`src/rtl/pgbr_pkg.sv`:
```
package pgbr_pkg;
   localparam int MGMT_DW = 16;
   localparam int MGMT_AW = 5;
   localparam logic [MGMT_AW-1:0] DEF_PHY_ADDR  = 5'd30;
   localparam logic [MGMT_AW-1:0] DEF_PAGE_REG  = 5'h10;
   localparam logic [MGMT_AW-1:0] DEF_OP_REG    = 5'h11;
   localparam logic [MGMT_AW-1:0] DEF_DATA_BASE = 5'h18;
   typedef enum logic [1:0] {
      OPB_WRITE = 2'd0,
      OPB_READ  = 2'd1
   } op_bit_e;
endpackage

```
`src/rtl/pgbr_window_dec.sv`:
```
module pgbr_window_dec
   import pgbr_pkg::*;
#(
   parameter logic [MGMT_AW-1:0] PHY_ADDR  = DEF_PHY_ADDR,
   parameter logic [MGMT_AW-1:0] PAGE_REG  = DEF_PAGE_REG,
   parameter logic [MGMT_AW-1:0] OP_REG    = DEF_OP_REG,
   parameter logic [MGMT_AW-1:0] DATA_BASE = DEF_DATA_BASE,
   parameter int                 NUM_WORDS = 4
) (
   input  logic [MGMT_AW-1:0] phy,
   input  logic [MGMT_AW-1:0] regnum,
   input  logic               wr_en,
   output logic               page_hit,
   output logic               op_hit,
   output logic               page_we,
   output logic               op_we,
   output logic [NUM_WORDS-1:0] data_hit,
   output logic [NUM_WORDS-1:0] data_we
);
   logic addr_ok;

   assign addr_ok  = (phy == PHY_ADDR);
   assign page_hit = addr_ok && (regnum == PAGE_REG);
   assign op_hit   = addr_ok && (regnum == OP_REG);
   assign page_we  = page_hit && wr_en;
   assign op_we    = op_hit && wr_en;

   for (genvar w = 0; w < NUM_WORDS; w++) begin : g_word
      localparam int SLOT = int'(DATA_BASE) + w;
      assign data_hit[w] = addr_ok && (int'(regnum) == SLOT);
      assign data_we[w]  = data_hit[w] && wr_en;
   end
endmodule

```
`src/rtl/pgbr_op_seq.sv`:
```
module pgbr_op_seq #(
   parameter int PAGE_W = 8,
   parameter int OFS_W  = 8
) (
   input  logic              clk,
   input  logic              rst_n,
   input  logic              page_we,
   input  logic              op_we,
   input  logic [1:0]        wr_lo,
   input  logic [PAGE_W-1:0] wr_page,
   input  logic [OFS_W-1:0]  wr_ofs,
   input  logic              ib_ready,
   output logic [PAGE_W-1:0] page_q,
   output logic              page_valid,
   output logic [OFS_W-1:0]  ofs_q,
   output logic              wr_pend,
   output logic              rd_pend,
   output logic              busy,
   output logic              rd_done
);
   import pgbr_pkg::*;
   logic done;

   assign busy    = wr_pend | rd_pend;
   assign done    = busy & ib_ready;
   assign rd_done = rd_pend & ib_ready;

   always_ff @(posedge clk) begin
      if (!rst_n) begin
         page_q     <= '0;
         page_valid <= 1'b0;
      end else if (page_we && !busy && wr_lo[0]) begin
         page_q     <= wr_page;
         page_valid <= 1'b1;
      end
   end

   always_ff @(posedge clk) begin
      if (!rst_n) begin
         ofs_q   <= '0;
         wr_pend <= 1'b0;
         rd_pend <= 1'b0;
      end else if (done) begin
         wr_pend <= 1'b0;
         rd_pend <= 1'b0;
      end else if (op_we && !busy && (wr_lo != 2'b00)) begin
         ofs_q   <= wr_ofs;
         rd_pend <= wr_lo[OPB_READ];
         wr_pend <= !wr_lo[OPB_READ];
      end
   end
endmodule

```
`src/rtl/pgbr_data_buf.sv`:
```
module pgbr_data_buf #(
   parameter int NUM_WORDS = 4,
   parameter int WORD_W    = 16,
   localparam int DATA_W   = NUM_WORDS * WORD_W
) (
   input  logic                 clk,
   input  logic                 rst_n,
   input  logic [NUM_WORDS-1:0] data_we,
   input  logic [WORD_W-1:0]    wdata,
   input  logic                 lock,
   input  logic                 load,
   input  logic [DATA_W-1:0]    load_val,
   output logic [DATA_W-1:0]    words
);
   for (genvar w = 0; w < NUM_WORDS; w++) begin : g_slot
      always_ff @(posedge clk) begin
         if (!rst_n) begin
            words[w*WORD_W +: WORD_W] <= '0;
         end else if (load) begin
            words[w*WORD_W +: WORD_W] <= load_val[w*WORD_W +: WORD_W];
         end else if (data_we[w] && !lock) begin
            words[w*WORD_W +: WORD_W] <= wdata;
         end
      end
   end
endmodule

```
`src/rtl/paged_reg_bridge.sv`:
```
module paged_reg_bridge
   import pgbr_pkg::*;
#(
   parameter logic [4:0] PHY_ADDR  = DEF_PHY_ADDR,
   parameter logic [4:0] PAGE_REG  = DEF_PAGE_REG,
   parameter logic [4:0] OP_REG    = DEF_OP_REG,
   parameter logic [4:0] DATA_BASE = DEF_DATA_BASE,
   parameter int         NUM_WORDS = 4,
   parameter int         WORD_W    = 16,
   parameter int         PAGE_W    = 8,
   parameter int         OFS_W     = 8,
   localparam int        DATA_W    = NUM_WORDS * WORD_W
) (
   input  logic              clk,
   input  logic              rst_n,
   input  logic              mdio_wr,
   input  logic              mdio_rd,
   input  logic [4:0]        mdio_phy,
   input  logic [4:0]        mdio_regnum,
   input  logic [15:0]       mdio_wdata,
   output logic [15:0]       mdio_rdata,
   output logic [PAGE_W-1:0] ib_page,
   output logic [OFS_W-1:0]  ib_offset,
   output logic              ib_wr,
   output logic              ib_rd,
   output logic [DATA_W-1:0] ib_wdata,
   input  logic [DATA_W-1:0] ib_rdata,
   input  logic              ib_ready
);
   if (WORD_W != MGMT_DW) begin : g_bad_word_w
      $error("WORD_W must equal the management data width");
   end
   if (NUM_WORDS < 1 || int'(DATA_BASE) + NUM_WORDS > 32) begin : g_bad_words
      $error("data words must fit inside the 32-register window");
   end
   if (PAGE_W < 1 || PAGE_W > 8 || OFS_W < 1 || OFS_W > 8) begin : g_bad_addr_w
      $error("page and offset widths must be 1 to 8 bits");
   end

   logic                 page_hit, op_hit, page_we, op_we;
   logic [NUM_WORDS-1:0] data_hit, data_we;
   logic [PAGE_W-1:0]    page_q;
   logic                 page_valid;
   logic [OFS_W-1:0]     ofs_q;
   logic                 wr_pend, rd_pend, busy, rd_done;
   logic [DATA_W-1:0]    words;
   logic [15:0]          page_view, op_view;

   pgbr_window_dec #(
      .PHY_ADDR (PHY_ADDR),
      .PAGE_REG (PAGE_REG),
      .OP_REG   (OP_REG),
      .DATA_BASE(DATA_BASE),
      .NUM_WORDS(NUM_WORDS)
   ) u_dec (
      .phy     (mdio_phy),
      .regnum  (mdio_regnum),
      .wr_en   (mdio_wr),
      .page_hit(page_hit),
      .op_hit  (op_hit),
      .page_we (page_we),
      .op_we   (op_we),
      .data_hit(data_hit),
      .data_we (data_we)
   );

   pgbr_op_seq #(
      .PAGE_W(PAGE_W),
      .OFS_W (OFS_W)
   ) u_seq (
      .clk       (clk),
      .rst_n     (rst_n),
      .page_we   (page_we),
      .op_we     (op_we),
      .wr_lo     (mdio_wdata[1:0]),
      .wr_page   (mdio_wdata[8 +: PAGE_W]),
      .wr_ofs    (mdio_wdata[8 +: OFS_W]),
      .ib_ready  (ib_ready),
      .page_q    (page_q),
      .page_valid(page_valid),
      .ofs_q     (ofs_q),
      .wr_pend   (wr_pend),
      .rd_pend   (rd_pend),
      .busy      (busy),
      .rd_done   (rd_done)
   );

   pgbr_data_buf #(
      .NUM_WORDS(NUM_WORDS),
      .WORD_W   (WORD_W)
   ) u_buf (
      .clk     (clk),
      .rst_n   (rst_n),
      .data_we (data_we),
      .wdata   (mdio_wdata),
      .lock    (busy),
      .load    (rd_done),
      .load_val(ib_rdata),
      .words   (words)
   );

   assign ib_page   = page_q;
   assign ib_offset = ofs_q;
   assign ib_wr     = wr_pend;
   assign ib_rd     = rd_pend;
   assign ib_wdata  = words;

   always_comb begin
      page_view = '0;
      page_view[8 +: PAGE_W] = page_q;
      page_view[0] = page_valid;
      op_view = '0;
      op_view[8 +: OFS_W] = ofs_q;
      op_view[OPB_READ]  = rd_pend;
      op_view[OPB_WRITE] = wr_pend;
   end

   always_comb begin
      mdio_rdata = '0;
      if (mdio_rd) begin
         if (page_hit) mdio_rdata = page_view;
         if (op_hit)   mdio_rdata = op_view;
         for (int w = 0; w < NUM_WORDS; w++) begin
            if (data_hit[w]) mdio_rdata = words[w*WORD_W +: WORD_W];
         end
      end
   end
endmodule

```
`config.mk`:
```
export PLATFORM = sky130hd
export DESIGN_NAME = paged_reg_bridge
export DESIGN_NICKNAME = d
export VERILOG_FILES = /design/src/rtl/pgbr_pkg.sv /design/src/rtl/pgbr_window_dec.sv /design/src/rtl/pgbr_op_seq.sv /design/src/rtl/pgbr_data_buf.sv /design/src/rtl/paged_reg_bridge.sv
export SDC_FILE = /design/constraint.sdc
export NUM_CORES = 1
export LEC_CHECK = 0
export BUFFER_PORTS_ARGS = -buffer_cell sky130_fd_sc_hd__buf_2
export CORE_MARGIN = 3
export CORE_UTILIZATION = 48
export DETAILED_ROUTE_END_ITERATION = 8
export GPL_ROUTABILITY_DRIVEN = 0
export PLACE_DENSITY = 0.8
export SYNTH_ARGS = -nofsm -noshare
export SYNTH_HDL_FRONTEND = slang
export SYNTH_SLANG_ARGS = --single-unit
```
`constraint.sdc`:
```
create_clock -name clk -period 2.05 [get_ports clk]
set_input_delay 0.1025 -clock clk [delete_from_list [all_inputs] [get_ports clk]]
set_output_delay 0.1025 -clock clk [all_outputs]
set_load 0.02 [all_outputs]
```
# After elaboration in Yosys (flattened, before gate mapping)

Index checks and enable logic that the tools add are counted.
Widths: inputs -> output; s select.

Multiplexer cells: 15
Bitwise gates (word level): 5
Equal/unequal tests: 7
Reductions and logical operators: 29

Operators by type and width:

| kind               | number |
|---|---|
| $mux 16            | 15 |
| $eq 5x4->1 const B | 4 |
| $logic_and 1x1->1  | 20 |
| $eq 5x5->1 const B | 3 |
| $reduce_bool 2->1  | 5 |
| $and 1x1->1        | 2 |
| $logic_not 1->1    | 2 |
| $not 1->1          | 2 |
| $reduce_and 2->1   | 1 |
| $reduce_or 2->1    | 1 |
| $or 1x1->1         | 1 |

Flip-flop bits (word level): 83
Input port bits: 95

# Longest topological paths before layout

Gate-level depths: netlist of run 1.

Word-level depth: 9
Gate-level depth with buffers: 8
Mapped depth without buffers: 4

# Modules after synthesis

Synthesis of run 1 repeated with hierarchy kept, for this count alone.

Cells, all modules: 530
Area total of the unflattened synthesis: 4,986.0 um^2

Modules (own cells, without submodules):

| module           | seq. area each (um^2) | cells an instance | instances | area an instance (um^2) |
|---|---|---|---|---|
| pgbr_data_buf    | 1,281.2               | 322               | 1         | 3,189.3 |
| paged_reg_bridge | 0.0                   | 109               | 1         | 828.3 |
| pgbr_op_seq      | 380.4                 | 76                | 1         | 773.2 |
| pgbr_window_dec  | 0.0                   | 23                | 1         | 195.2 |

# Worst setup path after synthesis of run 1

Ideal clock, no wire load.

Path kind: input to output
Start: input port mdio_regnum[0]
End: output port mdio_rdata[0]
Buffers on the path: 3
Arrival: 1.947 ns
Stages: 5
Required time: 1.947 ns
Path slack: 0.000 ns
Cell sequence: buf_2 buf_2 clkbuf_1 a211oi_1 a2111oi_0

Cells in the longest elaborated chain, start to end: 9
Elaborated cells between the ends (all ways): 19
Classes of those cells: eq/ne (6); mux (7); reduce/logical (6)

RTL lines:

| element              | RTL line                | text |
|---|---|---|
| start: declaration   | paged_reg_bridge.sv:19  | `input logic [4:0] mdio_regnum,` |
| $eq 5x5->1           | pgbr_window_dec.sv:23   | `assign page_hit = addr_ok && (regnum == PAGE_REG);` |
| $logic_and 1x1->1    | pgbr_window_dec.sv:23   |  |
| $mux 16              | paged_reg_bridge.sv:121 | `if (page_hit) mdio_rdata = page_view;` |
| $mux 16              | paged_reg_bridge.sv:122 | `if (op_hit) mdio_rdata = op_view;` |
| $mux 16 (3 in a row) | paged_reg_bridge.sv:124 | `if (data_hit[w]) mdio_rdata = words[w*WORD_W +: WORD_W];` |
| $mux 16 *            | paged_reg_bridge.sv:124 |  |
| $mux 16 *            | paged_reg_bridge.sv:120 | `if (mdio_rd) begin` |
| end: declaration     | paged_reg_bridge.sv:21  | `output logic [15:0] mdio_rdata,` |

Every way passes the cells marked *; elsewhere a longest branch is shown, timed or not.

# Worst setup path in the final report of run 1

Start: register u_buf.words[43]
End: output port mdio_rdata[11]

Cells in the longest elaborated chain, start to end: 3

RTL lines:

| element                          | RTL line                | text |
|---|---|---|
| start: declaration               | pgbr_data_buf.sv:13     | `output logic [DATA_W-1:0] words` |
| start signal: indexed assignment | pgbr_data_buf.sv:20     | `words[w*WORD_W +: WORD_W] <= load_val[w*WORD_W +: WORD_W];` |
| start signal: indexed assignment | pgbr_data_buf.sv:22     | `words[w*WORD_W +: WORD_W] <= wdata;` |
| $mux 16 (2 in a row)             | paged_reg_bridge.sv:124 |  |
| $mux 16                          | paged_reg_bridge.sv:120 |  |

No other way between the ends.

==> results by group, run 1 <==
Status
  • Outcome: finished clean

Clock network
  • CTS Buffer Depth: 2
  • Postcts setup bufs: 0
  • Htree depth: 3
  • CTS tree: built
  • CTS Sinks: 83
  • CTS Hold Bufs: 0
  • CTS clock-pin slew for the worst setup and hold paths: 0.09 ns
  • TritonCTS buffer count: 9
  • Post-CTS Resized: 0
  • CTS root buffer: clkbuf_8
  • Clk_lat worst skew: approximately 0.36 ns

Logic synthesis
  • Post-Synth Simple-Gate Area: 26.1%
  • Post-synth top flop: dfxtp_1
  • Commonest cells in the netlist: nand2_1, dfxtp_1, nor3_1, o21ai_0, mux2i_1
  • Synthesized area per cell: 8.27 µm²
  • FFs w/ async S/R, synth: 0%
  • Syn Inst Count: 556
  • Post-synth EDFFs: 0
  • Multiplexer share of the synthesized area: 10.3%
  • Synth area leader: dfxtp_1
  • Synthesized cell area: approximately 4600 µm²
  • Syn nets: 651
  • Count leader, synth: nand2_1
  • Number of unique standard cell types used by synthesis: 44
  • Post-synthesis sequential area ratio: between 30% and 40%
  • Synth top area cells: dfxtp_1, nand2_1, mux2i_1
  • Synth warn: 0
  • Xor/xnor share of the synthesized area: 0%
  • Count of state elements after synthesis: 83
  • Post-Synth Adder-Cell Area: 0%
  • Compound-gate portion of the synthesized area: 21.5%
  • Largest family of logic cells by synthesized area: simple AND/OR/NAND/NOR gates
  • Post-synth top area share: roughly 36%

Setup path
  • Worst R2R Path Depth: 5
  • Startpoint Class: register
  • CP required: 1.95 ns
  • CP Capture Type: primary output
  • WS Path Type: reg2out
  • Critical path arrival: 1.85 ns
  • R2r setup slk: 0.25 ns
  • CP max FO: 4

Drt
  • Pre-Repair DR Iteration Count: 5
  • Final antenna-violating net count: 0
  • WL/cell: 19.0 µm
  • Initial DRC Count: about 340
  • Routed via count: 5123
  • DRC Markers: 0
  • WL final: 16300 µm
  • Vias per inst: 5.94

STA
  • Crit path time final: 1.95 ns
  • Final-report hold violation count: 0
  • Final period util: 95.4%
  • Setup violators final: 0
  • Sum Neg Setup Slack: 0 ns
  • RSZ-0062 raised after global routing: no
  • FMAX: 0.512 GHz
  • Tightest Pin Transition: ~1.1 ns
  • Clock skew: approximately 0.012 ns
  • Slew headroom: 28.0%
  • Final Max Tran Viols: 0

Floorplanning
  • Full die area: 10800 µm²
  • DIE HEIGHT: 104 µm
  • Die W: around 100 µm
  • Initial Util: 49.6%
  • Rows: 35
  • IO Count: around 190
  • Core box area: 9280 µm²

Pwr
  • Worst VDD drop: 335 µV
  • P per Cell Area: 549 nW/µm²
  • P_leak: roughly 2.8 nW

Cells and area
  • Syn-to-layout area delta: 27.8%
  • ANT cells: 0
  • Nets: 824
  • Final instance area: a little under 6000 µm²
  • Layout cell share with drive strength beyond 1: between 30% and 40%

Global route
  • Initial antenna violation count: 0
  • Overflow after GRT: 0
  • Vias in the first global route: 4954
  • Total track usage: 29.1%
  • First-pass GRT wire length: 25400 µm
  • Largest net degree at the start of global routing: 57

Place
  • Placed inst area: 5660 µm²
  • Dpl hpwl: around 12000 µm
  • Number of port buffers: 192

Worst hold path
  • Hold WC Path Type: in2reg
  • Hold-critical path depth: 3

Job
  • Max-cap violation count: 0
cell usage in the layout (no fill, tap or decap), types with 6 or more instances in the layout:
master | synthesis | routed
a2111oi_0 | 9 | 7
a211oi_1 | 10 | 10
a21o_1 | 16 | 16
a311oi_1 | 22 | 22
a311oi_2 | 10 | 10
buf_2 | 14 | 192
buf_4 | 2 | 23
clkbuf_8 | 0 | 10
dfxtp_1 | 83 | 83
mux2i_1 | 34 | 34
mux4_2 | 6 | 6
nand2_1 | 144 | 144
nand3_1 | 11 | 11
nor2b_1 | 14 | 14
nor3_1 | 40 | 40
nor3b_1 | 8 | 8
o211a_1 | 9 | 9
o211ai_1 | 7 | 7
o21ai_0 | 38 | 38
or3_1 | 9 | 9
where the power goes:
group	switching (mW)	internal [mW]	leakage (nW)
combinational	0.195	0.127	2.06
sequential	0.000911	1.61	0.668
clock	0.586	0.709	0.108
critical path, stage by stage (launching register included):
cell and delay (ns):
dfxtp_1 0.43, mux2i_1 0.10, nand2_1 0.08, o21ai_0 0.08, a2111oi_1 0.56, buf_2 0.26
routing by layer:
metal  GRT usage [%]  share of wire [%]  vias up
met3            5.65                8.9       49
li1                -                  -     2368
met4            14.3                3.8        0
met2            48.3                 48      302
met5               0                  0        -
met1            36.1                 39     2404
area by class of cell:
cell class | count | area, µm²
fillers | 856 | 3410
inverters | 2 | 7.51
multi-input cells | 417 | 2680
well taps | 129 | 161
clock inverters | 5 | 77.6
repair buffers | 216 | 1150
flip-flops and latches | 83 | 1660
clock buffers | 10 | 138
cells by family (layout without fill, tap and decap cells):
group	after synthesis	after routing
buffers and inverters	56	233
flip-flops	83	83
multiplexers	40	40
AO/OA/AOI/OAI	126	126
AND/OR/NAND/NOR	251	251
flip-flops by register name, summed over array words and instances, names as in the netlist:
signal and flops:
u_buf.words 64, u_seq.ofs_q 8, u_seq.page_q 8, u_seq.page_valid 1, u_seq.rd_pend 1, u_seq.wr_pend 1
worst paths after layout:
kind                                  startpoint                to
worst max register to register     u_seq.wr_pend   u_buf.words[53]
worst min-delay path                ib_rdata[39]   u_buf.words[39]
worst max-delay path             u_buf.words[43]    mdio_rdata[11]
worst min register to register  u_seq.page_valid  u_seq.page_valid
per-stage QoR:
step	std cells	total power, mW	hold slack, ns	utilization [%]	setup slack, ns
after global placement	847	1.96	0.373	61.0	0.271
after floorplan	556	1.81	0.203	-	0.000189
after global routing	862	3.33	0.0117	63.3	0.0105
after detailed placement	847	1.96	0.373	61.0	0.194
final	862	3.23	0.0113	63.3	0.0952
after CTS	862	3.23	0.00372	63.3	0.0809
(Power assumes the default switching activity.)
==> inputs of run 2 (changes only) <==
--- a/config.mk
+++ b/config.mk
@@ -10,6 +10,7 @@
 export CORE_UTILIZATION = 48
 export DETAILED_ROUTE_END_ITERATION = 8
 export GPL_ROUTABILITY_DRIVEN = 0
+export HOLD_SLACK_MARGIN = 0.08
 export PLACE_DENSITY = 0.8
 export SYNTH_ARGS = -nofsm -noshare
 export SYNTH_HDL_FRONTEND = slang
==> run 2 against run 1 <==
Against the previous run: hold slack gained 0.077 ns; routed wire length rose by 3.7%; combinational power grew 21%; global-route usage grew 1.3 points; power up 2.2%; non-clock buffer count increased by 45; highest routed layer unchanged; largest power group unchanged; clock-buffer cell count is the same.
==> results by group, run 2 (synthesis gave the netlist of run 1 again) <==
Clock network
  • CTS Buffer Depth: 2 (unchanged)
  • Postcts setup bufs: 0 (unchanged)
  • CTS Sinks: 83 (unchanged)
  • CTS tree: built
  • CTS root buffer: clkbuf_8
  • CTS clock-pin slew for the worst setup and hold paths: 0.08 ns (about the same)
  • Clk_lat worst skew: 0.36 ns (about the same)
  • Htree depth: 3 (unchanged)
  • TritonCTS buffer count: 9 (unchanged)

Setup path
  • Worst R2R Path Depth: 5 (unchanged)
  • WS Path Type: reg2out
  • R2r setup slk: 0.25 ns (about the same)
  • Startpoint Class: register
  • CP max FO: 4 (unchanged)
  • CP Capture Type: primary output
  • Crit path capture: mdio_rdata[11]
  • Reg-to-reg endpoint: u_buf.words[32]
  • Crit path from: u_buf.words[43]
  • CP required: 1.95 ns (about the same)
  • Critical path arrival: 1.89 ns (+0.04 ns)
  • Launch point of the worst reg-to-reg path: u_seq.wr_pend

Cells and area
  • Max reg flops: 64 (unchanged)
  • Filler cell count: 782 (-8.6%)
  • Layout cell share with drive strength beyond 1: 32.8% (-2.0 points)
  • Most frequent cells in the layout: buf_2, nand2_1, dfxtp_1, dlygate4sd3_1, nor3_1
  • Most common cell after layout, fill and taps aside: buf_2
  • Post-Layout Cell Count: 907 (+5.2%)
  • Nets: 869 (+5.5%)
  • Register with the most flip-flops: u_buf.words
  • ANT cells: 0 (unchanged)
  • Largest regs: u_buf.words: 64 flops, u_seq.ofs_q: 8 flops, u_seq.page_q: 8 flops
  • Syn-to-layout area delta: 37.6%

Job
  • Max-cap violation count: 0 (unchanged)

STA
  • Sum Neg Setup Slack: 0 ns (unchanged)
  • Crit path time final: 2.00 ns (+0.0414 ns)
  • Final-report hold violation count: 0 (unchanged)
  • FMAX: 0.501 GHz (-2.1%)
  • Final period util: 97.4% (+2.0 points)
  • Slew headroom: 28.5% (+0.48 points)
  • Final WS setup: 0.0538 ns (-0.0414 ns)
  • RSZ-0062 raised after global routing: no
  • Clock skew: 0.0104 ns (-0.00188 ns)
  • Setup violators final: 0 (unchanged)
  • Final Max Tran Viols: 0 (unchanged)
  • Tightest Pin Transition: 1.07 ns (-0.00723 ns)

Drt
  • WL final: 16900 µm (+3.7%)
  • WL/cell: 18.7 µm (-1.4%)
  • Pre-Repair DR Iteration Count: 5 (unchanged)
  • Initial DRC Count: 433 (+29%)
  • Routed via count: 5369 (+4.8%)
  • Vias per inst: 5.92 (-0.40%)
  • Final antenna-violating net count: 0 (unchanged)
  • DRC Markers: 0 (unchanged)

Place
  • Placed Instances: 847 (unchanged)
  • Dpl hpwl: 12000 µm (unchanged)
  • Post-Place Setup Slack: 0.194 ns (unchanged)
  • Number of port buffers: 192 (unchanged)

Floorplanning
  • Full die area: 10800 µm² (unchanged)
  • Initial Util: 49.6% (unchanged)
  • IO Count: 193 (unchanged)
  • DIE HEIGHT: 104 µm (unchanged)
  • Rows: 35 (unchanged)
  • Core box area: 9280 µm² (unchanged)
  • Die W: 104 µm (unchanged)

Global route
  • Vias in the first global route: 5221 (+5.4%)
  • Largest net degree at the start of global routing: 57 (unchanged)
  • Overflow after GRT: 0 (unchanged)
  • Initial antenna violation count: 0 (unchanged)
  • Total track usage: 30.4% (+1.3 points)
  • First-pass GRT wire length: 26600 µm (+4.8%)

Worst hold path
  • Hold WC Path Type: in2reg

Pwr
  • Worst VDD drop: 338 µV (+0.75%)
  • P_leak: 3.02 nW (+6.6%)
  • P per Cell Area: 522 nW/µm² (-5.1%)

Status
  • Outcome: finished clean
## run 2: worst min-delay path by stage
stage                  startpoint              end  slack, ns  cells past startpoint
floorplan           mdio_wdata[1]    u_seq.wr_pend       0.20                      1
global placement    mdio_wdata[1]    u_seq.wr_pend       0.37                      2
detailed placement  mdio_wdata[1]    u_seq.wr_pend       0.37                      2
CTS                  ib_rdata[62]  u_buf.words[62]       0.08                      4
global route         ib_rdata[62]  u_buf.words[62]        0.1                      4
finish               ib_rdata[62]  u_buf.words[62]       0.09                      4
## run 2: area by class of cell
cell class | count | area [µm²] | area share, %
Timing Repair Buffer | 261 | 1600 | 25.3
Sequential cell | 83 | 1660 | 26.3
Inverter | 2 | 7.51 | 0.119
Clock inverter | 5 | 77.6 | 1.23
Clock buffer | 10 | 138 | 2.17
Multi-Input combinational cell | 417 | 2680 | 42.3
Tap cell | 129 | 161 | 2.55
## run 2: through the flow
stage | hold slack, ns | utilization (%) | instance area, µm² | total power [mW]
6_report | 0.0885 | 68.2 | 6330 | 3.30
5_1_grt | 0.0996 | 68.2 | 6330 | 3.40
4_1_cts | 0.0824 | 68.1 | 6330 | 3.30
3_5_place_dp | 0.373 | 61.0 | 5660 | 1.96
3_3_place_gp | 0.373 | 61.0 | 5660 | 1.96
2_1_floorplan | 0.203 | - | 4600 | 1.81
## run 2: where the power goes
part / total [mW] / switching, mW / internal, mW
Sequential: 1.61 / 0.000923 / 1.61
Clock: 1.30 / 0.589 / 0.709
Combinational: 0.390 / 0.208 / 0.182
## run 2: timing repair
item | CTS | global route
endpoints found under the setup margin | 0 | 2
hold buffers | 45 | 0
resized for setup | 0 | 2
hold endpoints to repair | 53 | 0
## run 2: critical path, stage by stage, from the launching register on
cell       delay [ns]
dfxtp_1          0.42
mux2i_1          0.09
nand2_1          0.08
o21ai_0          0.08
a2111oi_1        0.60
buf_2            0.27
## run 2: layer usage
layer	global-route usage (%)	share of wire [%]
met3	5.90	8.2
met5	0	0
met2	51.5	48
met4	14.1	3.8
met1	37.3	40
==> inputs of run 3 (changes only) <==
--- a/config.mk
+++ b/config.mk
@@ -8,10 +8,12 @@
 export BUFFER_PORTS_ARGS = -buffer_cell sky130_fd_sc_hd__buf_2
 export CORE_MARGIN = 3
 export CORE_UTILIZATION = 48
+export CTS_BUF_LIST = sky130_fd_sc_hd__clkbuf_4
 export DETAILED_ROUTE_END_ITERATION = 8
 export GPL_ROUTABILITY_DRIVEN = 0
 export HOLD_SLACK_MARGIN = 0.08
 export PLACE_DENSITY = 0.8
+export RECOVER_POWER = 25
 export SYNTH_ARGS = -nofsm -noshare
 export SYNTH_HDL_FRONTEND = slang
 export SYNTH_SLANG_ARGS = --single-unit
==> run 3 against run 2 <==
Against the previous run: final cell count increased by 3.7%; routed wire length increased by 5.5%; core utilization increased by 2.6 points.
==> results by group, run 3 (synthesis gave the netlist of run 1 again) <==
Drt
  • WL final: 17900 µm (+5.5%)
  • DRC Markers: 0 (unchanged)
  • Initial DRC Count: 439 (+1.4%)
  • WL/cell: 19.0 µm (+1.7%)
  • Pre-Repair DR Iteration Count: 5 (unchanged)
  • Routed via count: 5536 (+3.1%)
  • Final antenna-violating net count: 0 (unchanged)
  • Vias per inst: 5.88 (-0.62%)

Setup path
  • CP Capture Type: primary output
  • Crit-path max cell delay: 0.47 ns (-0.13 ns)
  • WS Path Type: reg2out
  • CP max FO: 4 (unchanged)
  • CP required: 1.95 ns (about the same)
  • Startpoint Class: register
  • CP max stage cell: a2111oi_1
  • Critical path arrival: 1.88 ns (about the same)
  • Crit-path cells: mux2i_1 -> nand2_1 -> o21ai_0 -> a2111oi_1 -> buf_2

STA
  • Final WS setup: 0.0708 ns (+0.0170 ns)
  • Crit path time final: 1.98 ns (-0.0170 ns)
  • Final-report hold violation count: 0 (unchanged)
  • Slew headroom: 27.5% (-1.0 points)
  • Clock skew: 0.0181 ns (+0.00772 ns)
  • FMAX: 0.505 GHz (+0.86%)
  • Final Max Tran Viols: 0 (unchanged)
  • Tightest Pin Transition: 1.09 ns (+0.0151 ns)
  • RSZ-0062 raised after global routing: yes
  • Sum Neg Setup Slack: 0 ns (unchanged)
  • Final period util: 96.5% (-0.83 points)
  • Setup violators final: 0 (unchanged)

Clock network
  • Clk_lat worst skew: 0.44 ns (+0.08 ns)
  • CTS tree: built
  • CTS clock-pin slew for the worst setup and hold paths: 0.13 ns (+0.05 ns)
  • CTS Buffer Depth: 2 (unchanged)
  • Postcts setup bufs: 0 (unchanged)
  • Htree depth: 3 (unchanged)
  • TritonCTS buffer count: 9 (unchanged)
  • CTS Sinks: 83 (unchanged)
  • CTS root buffer: clkbuf_4

Cells and area
  • Filler cell count: 763 (-2.4%)
  • Nets: 903 (+3.9%)
  • Largest regs: u_buf.words: 64 flops, u_seq.ofs_q: 8 flops, u_seq.page_q: 8 flops
  • Seq. cell area: 1660 µm² (unchanged)
  • Syn-to-layout area delta: 42.8%
  • Register with the most flip-flops: u_buf.words
  • Layout cell share with drive strength beyond 1: 26.4% (-6.4 points)
  • Final core area utilization: 70.8% (+2.6 points)
  • ANT cells: 0 (unchanged)
  • Most common cell after layout, fill and taps aside: buf_2
  • Max reg flops: 64 (unchanged)
  • Multi-input logic area: 2700 µm² (+0.79%)
  • Most frequent cells in the layout: buf_2, nand2_1, dfxtp_1, dlygate4sd3_1, clkbuf_1
  • Post-Layout Cell Count: 941 (+3.7%)

Place
  • Post-Place Setup Slack: 0.194 ns (unchanged)
  • Dpl hpwl: 12000 µm (unchanged)
  • Number of port buffers: 192 (unchanged)
  • Placed Instances: 847 (unchanged)

Global route
  • Total track usage: 32.2% (+1.8 points)
  • Largest net degree at the start of global routing: 57 (unchanged)
  • Vias in the first global route: 5533 (+6.0%)
  • First-pass GRT wire length: 28200 µm (+6.0%)
  • Overflow after GRT: 0 (unchanged)
  • Initial antenna violation count: 0 (unchanged)

Floorplanning
  • DIE HEIGHT: 104 µm (unchanged)
  • Die W: 104 µm (unchanged)
  • Rows: 35 (unchanged)
  • Initial Util: 49.6% (unchanged)
  • IO Count: 193 (unchanged)
  • Core box area: 9280 µm² (unchanged)
  • Full die area: 10800 µm² (unchanged)

Pwr
  • P per Cell Area: 473 nW/µm² (-9.4%)
  • P_leak: 2.95 nW (-2.4%)
  • Worst VDD drop: 299 µV (-11%)

Job
  • Max-cap violation count: 0 (unchanged)

Worst hold path
  • Hold WC Path Type: in2reg

Status
  • Outcome: finished clean
==> run 3: cell types whose count changed in the layout (fill, tap and decap cells not counted) <==
cell | before | now
a2111oi_0 | 7 | 4
a2111oi_1 | 2 | 3
a2111oi_2 | 0 | 2
buf_2 | 192 | 148
clkbuf_1 | 0 | 44
clkbuf_4 | 0 | 9
clkbuf_8 | 10 | 0
clkinv_1 | 0 | 1
dlygate4sd3_1 | 45 | 79
nand2_1 | 144 | 143
nand2_2 | 0 | 1
nor3b_1 | 8 | 7
nor3b_2 | 0 | 1
==> run 3: what timing repair did <==
action                                  4_1_cts  5_1_grt
resized for setup                             1        8
endpoints found under the setup margin        1        9
hold buffers                                 79        0
pin swaps                                     0        0
cloned                                        0        0
hold endpoints to repair                     80        0
==> run 3: stage by stage <==
| stage | area [µm²] | power, mW | hold slack [ns] |
|---|---|---|---|
| 5_1_grt | 6570 | 3.20 | 0.102 |
| 3_5_place_dp | 5660 | 1.96 | 0.373 |
| 2_1_floorplan | 4600 | 1.81 | 0.203 |
| 3_3_place_gp | 5660 | 1.96 | 0.373 |
| 4_1_cts | 6600 | 3.09 | 0.0825 |
| 6_report | 6570 | 3.10 | 0.0953 |
==> run 3: layout make-up <==
| cell class | instances | share of cell area, % |
|---|---|---|
| Multi-Input combinational cell | 417 | 41.1 |
| Clock buffer | 9 | 1.03 |
| Clock inverter | 6 | 1.24 |
| Sequential cell | 83 | 25.3 |
| Timing Repair Buffer | 295 | 28.8 |
| Tap cell | 129 | 2.46 |
| Inverter | 2 | 0.114 |
==> run 3: report_power, final <==
group | switching [mW] | total, mW | internal [mW]
Combinational | 0.222 | 0.446 | 0.224
Sequential | 0.000943 | 1.61 | 1.61
Clock | 0.564 | 1.04 | 0.480
==> run 3: metal layers <==
metal  global-route usage [%]  wire, µm  vias up
met3                     6.89      1610       73
li1                         -         -     2528
met2                     55.4      8610      368
met4                     16.5       833        0
met1                     37.6      6830     2567
met5                        0         0        -
==> run 3: worst max-delay path: cells and delay by family, from the launching register on <==
family / cells / cell delay (ns)
and+or+nand+nor: 1 / 0.10
buffers and inverters: 1 / 0.25
AOI/OAI and AO/OA: 2 / 0.56
DFF: 1 / 0.43
muxes: 1 / 0.10
==> run 3: worst paths after layout <==
| path | from | endpoint | cells past startpoint | slack (ns) |
|---|---|---|---|---|
| worst min-delay path | ib_rdata[52] | u_buf.words[52] | 4 | 0.1 |
| worst max register to register | u_seq.rd_pend | u_seq.wr_pend | 5 | 0.15 |
| worst max-delay path | u_buf.words[45] | mdio_rdata[13] | 5 | 0.07 |
| worst min register to register | u_seq.page_valid | u_seq.page_valid | 2 | 0.47 |
